File: config.mk
export PLATFORM = sky130hd
export DESIGN_NAME = coh_flit_segmenter
export DESIGN_NICKNAME = d
export VERILOG_FILES = /design/src/rtl/coh_flit_segmenter.sv
export SDC_FILE = /design/constraint.sdc
export NUM_CORES = 2
export LEC_CHECK = 0
export ABC_AREA = 1
export ABC_CLOCK_PERIOD_IN_PS = 2500
export BUFFER_PORTS_ARGS = -buffer_cell sky130_fd_sc_hd__buf_2
export CAP_MARGIN = 20
export CORE_AREA = 2 2 295 297
export CTS_CLUSTER_SIZE = 24
export DETAILED_ROUTE_END_ITERATION = 6
export DIE_AREA = 0 0 297 299
export HOLD_SLACK_MARGIN = 0.15
export PLACE_DENSITY = 0.71
export SETUP_SLACK_MARGIN = 0.2
export SYNTH_ARGS = -nofsm -noshare
export SYNTH_HDL_FRONTEND = slang
export SYNTH_SLANG_ARGS = --single-unit
File: constraint.sdc
create_clock -name clk -period 2.5 [get_ports clk]
set_input_delay 0.25 -clock clk [delete_from_list [all_inputs] [get_ports clk]]
set_output_delay 0.25 -clock clk [all_outputs]
set_load 0.01 [all_outputs]
File: src/rtl/coh_flit_segmenter.sv
`timescale 1ns/1ps
module coh_flit_segmenter #(
  parameter int DEST_W = 8,
  parameter int VC_W   = 2,
  parameter int OP_W   = 5,
  parameter int CTRL_W = 64,
  parameter int DATA_W = 576
) (
  input  logic                                clk,
  input  logic                                rst,
  input  logic                                msg_valid,
  output logic                                msg_ready,
  input  logic                                msg_is_data,
  input  logic [DEST_W-1:0]                   msg_dest,
  input  logic [VC_W-1:0]                     msg_vc,
  input  logic [OP_W-1:0]                     msg_op,
  input  logic [DATA_W-1:0]                   msg_payload,
  output logic                                ctl_valid,
  input  logic                                ctl_ready,
  output logic [OP_W+1+VC_W+DEST_W+CTRL_W-1:0] ctl_flit,
  output logic [1:0]                          ctl_tag,
  output logic                                dat_valid,
  input  logic                                dat_ready,
  output logic [OP_W+1+VC_W+DEST_W+CTRL_W-1:0] dat_flit,
  output logic [1:0]                          dat_tag
);
  localparam int HDR_W      = OP_W + 1 + VC_W + DEST_W;
  localparam int FLIT_W     = HDR_W + CTRL_W;
  localparam int DATA_FLITS = (HDR_W + DATA_W + FLIT_W - 1) / FLIT_W;
  localparam int BUF_W      = DATA_FLITS * FLIT_W;
  localparam int CNT_W      = (DATA_FLITS > 1) ? $clog2(DATA_FLITS) : 1;

  logic [HDR_W-1:0] hdr;
  logic             ctl_take, dat_take, dat_first, dat_last;
  logic [BUF_W-1:0] dat_buf;
  logic [CNT_W-1:0] dat_cnt;

  assign hdr       = {msg_op, msg_is_data, msg_vc, msg_dest};
  assign ctl_take  = msg_valid & ~msg_is_data & ~ctl_valid;
  assign dat_take  = msg_valid &  msg_is_data & ~dat_valid;
  assign msg_ready = msg_is_data ? ~dat_valid : ~ctl_valid;

  always_ff @(posedge clk) begin
    if (rst) begin
      ctl_valid <= 1'b0;
      ctl_flit  <= '0;
    end else if (ctl_take) begin
      ctl_valid <= 1'b1;
      ctl_flit  <= {msg_payload[CTRL_W-1:0], hdr};
    end else if (ctl_ready) begin
      ctl_valid <= 1'b0;
    end
  end
  assign ctl_tag = 2'b11;

  always_ff @(posedge clk) begin
    if (rst) begin
      dat_valid <= 1'b0;
      dat_buf   <= '0;
      dat_cnt   <= '0;
    end else if (dat_take) begin
      dat_valid <= 1'b1;
      dat_buf   <= BUF_W'({msg_payload, hdr});
      dat_cnt   <= '0;
    end else if (dat_valid && dat_ready) begin
      if (dat_last) begin
        dat_valid <= 1'b0;
      end else begin
        dat_buf <= dat_buf >> FLIT_W;
        dat_cnt <= dat_cnt + 1'b1;
      end
    end
  end

  assign dat_first = (dat_cnt == '0);
  assign dat_last  = (dat_cnt == CNT_W'(DATA_FLITS - 1));
  assign dat_flit  = dat_buf[FLIT_W-1:0];
  assign dat_tag   = {dat_last, dat_first};
endmodule

[Word level (Yosys, flattened, before mapping)]
Index checks and enable logic that the tools add are counted.
Storage, ports and cells
  output and inout bits: 167
  register bits: 677
  logic and storage cells: 34
Cells by class
  muxes and demuxes: 9
  reduce and logical (&&, ||, !) cells: 9
  equal/unequal tests: 2
  bitwise logic cells: 8
  add/subtract/negate cells: 1
Operators by type and width (count)
  $mux W592: 3
  $mux W1: 6
  $reduce_and A2 Y1: 3
  $reduce_bool A2 Y1: 3
  $and A1 B1 Y1: 4
  $not A1 Y1: 4
  $add A3 B1 Y3 const B: 1
  $eq A3 B3 Y1 const B: 1
  $logic_not A3 Y1: 1
  $ne A2 B2 Y1 const B: 1
  $reduce_or A2 Y1: 1
  $logic_and A1 B1 Y1: 1

[Logic depth before layout (Yosys ltp)]
  depth after elaboration: 4
  depth in mapped cells: 10
  depth with buffers taken out: 8

[Worst setup path before layout]
OpenSTA, ideal clock, no wires.
  path kind: reg2reg
  start point: register dat_cnt[0]
  end point: register dat_buf[423]
  stages on the path, launching flop included: 11
  library setup time: 0.111 ns
  path slack: 0.865 ns
  path buffers: 2
  clock period less this slack: 1.635 ns
  required time: 2.389 ns
  arrival: 1.523 ns
  cell sequence: dfxtp_1 ha_1 ha_1 inv_1 nand3_2 nand2_2 buf_2 buf_2 nand2_1 nor2_1 nor2_1
Between the ends
  word-level cells in the longest chain between the ends: 3
RTL lines
  start, declared: line 36  | logic [CNT_W-1:0] dat_cnt;
  start signal, assigned: line 70  | dat_cnt <= dat_cnt + 1'b1;
  $eq A3 B3 Y1: line 76  | assign dat_last = (dat_cnt == CNT_W'(DATA_FLITS - 1));
  $ne A2 B2 Y1 (no source line)
  $reduce_and A2 Y1 (no source line)
  end signal, assigned: line 63  | dat_buf <= BUF_W'({msg_payload, hdr});
  end signal, assigned: line 69  | dat_buf <= dat_buf >> FLIT_W;
  end, declared: line 35  | logic [BUF_W-1:0] dat_buf;
No other way between the ends.
A chain may end at the register's enable or synchronous reset.

[Worst setup path after layout]
  start point: register dat_cnt[0]
  end point: register dat_buf[454]
Same word-level chain as after synthesis.

==> run summary <==
Via Count = 39000
Most frequent cell after synthesis = nor2_1
Crit path cell chain = ha_1, ha_1, inv_1, nand3_4, buf_4, buf_4, nand3b_1, nand2_1, nor2_1
Final setup vio count = 0
Worst Setup SP = dat_cnt[0]
Wire per inst = 15.9 um
CTS tree = yes
Slowest CP cell = buf_4
Status = complete, but fails checks
Worst setup EP type = flip-flop
Port Buffers = 761
Top cells by area, synth = dfxtp_1, nor2_1, nand2_1
Worst Setup Start Kind = flip-flop
Hold Vio Cnt, Final = 0
Sequential area share after synthesis = 38.0%
Slew @ Worst Pin = 801 ps
Worst min path class = input port to flip-flop
Synth Area per Inst = 6.20 um2
TritonRoute pass-1 iters = 7
Cell Pwr Density = 626 nW/um2
Worst vdd ir = 0.481 mV
CTS Hold Bufs = 601
Max-Cap Viols = 0
Final worst-path cycle share = 86.3%
Failing checks = DRC
Fill count = 7838
Worst Skew = 46.2 ps
Yosys top cell area share = 38.0%
Crit path max fanout = 42
CP required = 3010 ps
Cts bufs inserted = 77
Power Total = 30300 uW
Routability-driven placement congestion ratio = 0.881
Htree depth = 3
GRT Total Usage = 27.7%
Clock transition at path regs = 60 ps
Die area = 88800 um2
Sinks on Clock Net = 677
Leakage power = 0.0248 uW
DRT iter0 DRCs = 3568
Flop2flop setup slack = 340 ps
Mapped Area = 35600 um2
Fin util = 56.3%
Die X = 297 um
Core ar. = 85900 um2
Slew Viols, Final = 0
Arr. time, crit path = 2670 ps
Worst-case reg-to-reg path depth = 9
Fin Setup TNS = 0 ps
Async SR Flop Fraction = 0%
Last element of the critical path = dat_buf[454]
RSZ-0062 raised after global routing = false
Initial antenna violation count = 27
Synth cell types = 19
Clock Latency Late Sink = 620 ps
Pin count of the biggest net entering global routing = 146
First-pass GRT wire length = 200000 um
Number of synthesized flops with an enable pin = 0
I/O pins = 764
Mapped Cells = 5749
Area leader, netlist = dfxtp_1
FF-to-FF End = dat_buf[454]
Kind of critical path = flip-flop to flip-flop
Maximum root-to-sink buffer count = 3
Max Freq = 464 MHz
Rel. slew slack = 46.6%
Drt total wl = 128000 um
Setup Fix Bufs, Post-CTS = 0
Synth cell count leaders = nor2_1, nand2_1, dfxtp_1
RR Startpoint = dat_cnt[0]
Synth Flop Type = dfxtp_1
Min cycle time layout = 2160 ps
Num rows = 108
Share of cells above drive strength 1 = 14.5%
Layout Nets = 7404
Initial Utilization = 41.4%
Die Ht = 299 um
Synth Register Bits = 677
Grt ovf = 0
Vias per inst = 4.84
Number of global-route vias before repair = 37100
Residual DRC count = 3
Yosys warns = 0
Worst path max stage delay = 470 ps
DP Wirelength = 79100 um
DRT antenna net count = 0
Area Overhead vs Synth = 35.8%
CTS resizes = 0
Root Driver = clkbuf_16
==> per-stage QoR <==
step | instances | instance area (um2) | worst slack [ps] | hold WS, ps
after floorplan | 5750 | 35600 | 865 | 396
after global placement | 7278 | 39600 | 447 | 433
after detailed placement | 7278 | 39600 | 402 | 436
after CTS | 8017 | 48300 | 332 | 150
after global routing | 8035 | 48300 | 205 | 197
final | 8046 | 48400 | 343 | 207
==> flip-flops by register name (all words and copies together), names as in the netlist <==
register / flops
dat_buf: 592
ctl_flit: 80
dat_cnt: 3
ctl_valid: 1
dat_valid: 1
==> report_power, final <==
part	leakage, uW	total, uW	internal [uW]	switching, uW
Sequential	0.00557	12200	11700	483
Clock	0.00130	11800	6970	4790
Combinational	0.0179	6310	2800	3510
Total	0.0248	30300	21500	8780
==> area by class of cell <==
cell class	instances	area [um2]	share of cell area (%)
inverter	490	1850	3.82
multi-input combinational	4092	17800	36.7
antenna	29	72.6	0.150
sequential	677	13600	28.0
tap	1155	1450	2.99
clock buffer	109	2260	4.67
clock inverter	29	384	0.794
timing repair buffer	1465	11000	22.8
==> worst max-delay path: cells and delay by family (launching register included) <==
| kind | cells | cell delay [ps] |
|---|---|---|
| fa+ha+maj | 2 | 340 |
| flops | 1 | 360 |
| simple gates | 4 | 450 |
| buf+inv | 3 | 860 |
==> cells in the final DEF, fill, tap and decap left out <==
| master | instances |
|---|---|
| o21ai_0 | 111 |
| nand2_8 | 1 |
| dlygate4sd3_1 | 601 |
| dfxtp_1 | 677 |
| clkinv_16 | 2 |
| conb_1 | 2 |
| nand3_1 | 49 |
| nand4_1 | 31 |
| clkinv_2 | 15 |
| a21oi_1 | 85 |
| inv_2 | 2 |
| inv_8 | 1 |
| buf_2 | 761 |
| clkinvlp_4 | 2 |
| nor2_4 | 1 |
| inv_16 | 1 |
| inv_6 | 2 |
| buf_4 | 67 |
| diode_2 | 29 |
| inv_1 | 487 |
| bufinv_16 | 6 |
| nand2_2 | 1 |
| clkinv_8 | 1 |
| clkbuf_1 | 13 |
| buf_12 | 36 |
| nand3_4 | 2 |
| nor2_1 | 1665 |
| clkbuf_8 | 17 |
| clkbuf_16 | 79 |
| ha_1 | 4 |
| nand2_1 | 1628 |
| nand3b_1 | 512 |
==> cells by family (layout without fill, tap and decap cells) <==
kind of cell / Yosys count / in the layout / share of synthesized area [%]
flip-flops: 677 / 677 / 38.0
other: 1 / 31 / 0.0105
AO/OA/AOI/OAI: 196 / 196 / 2.75
buffers and inverters: 981 / 2093 / 12.2
adder cells (fa/ha/maj): 4 / 4 / 0.140
AND/OR/NAND/NOR: 3890 / 3890 / 46.8
==> layer usage <==
layer / wire (um) / track usage (%) / vias to the layer above / share of wire (%)
met5: 21 / 0 / - / 0.016
met4: 7420 / 16.0 / 4 / 5.8
met1: 55700 / 36.3 / 17200 / 43
met2: 55800 / 42.7 / 1878 / 44
li1: - / - / 19400 / -
met3: 9230 / 5.36 / 501 / 7.2
==> worst min-delay path by stage <==
stage / start / to / slack, ps / depth (start not counted)
after floorplan: msg_payload[497] / dat_buf[513] / 400 / 2
after global placement: ctl_flit[10] / ctl_flit[10] / 430 / 2
after detailed placement: ctl_flit[10] / ctl_flit[10] / 440 / 2
after CTS: msg_is_data / dat_buf[456] / 150 / 5
after global routing: msg_is_data / dat_buf[456] / 200 / 5
final: msg_is_data / dat_buf[456] / 210 / 5
Power figures use the tool's default switching activity.
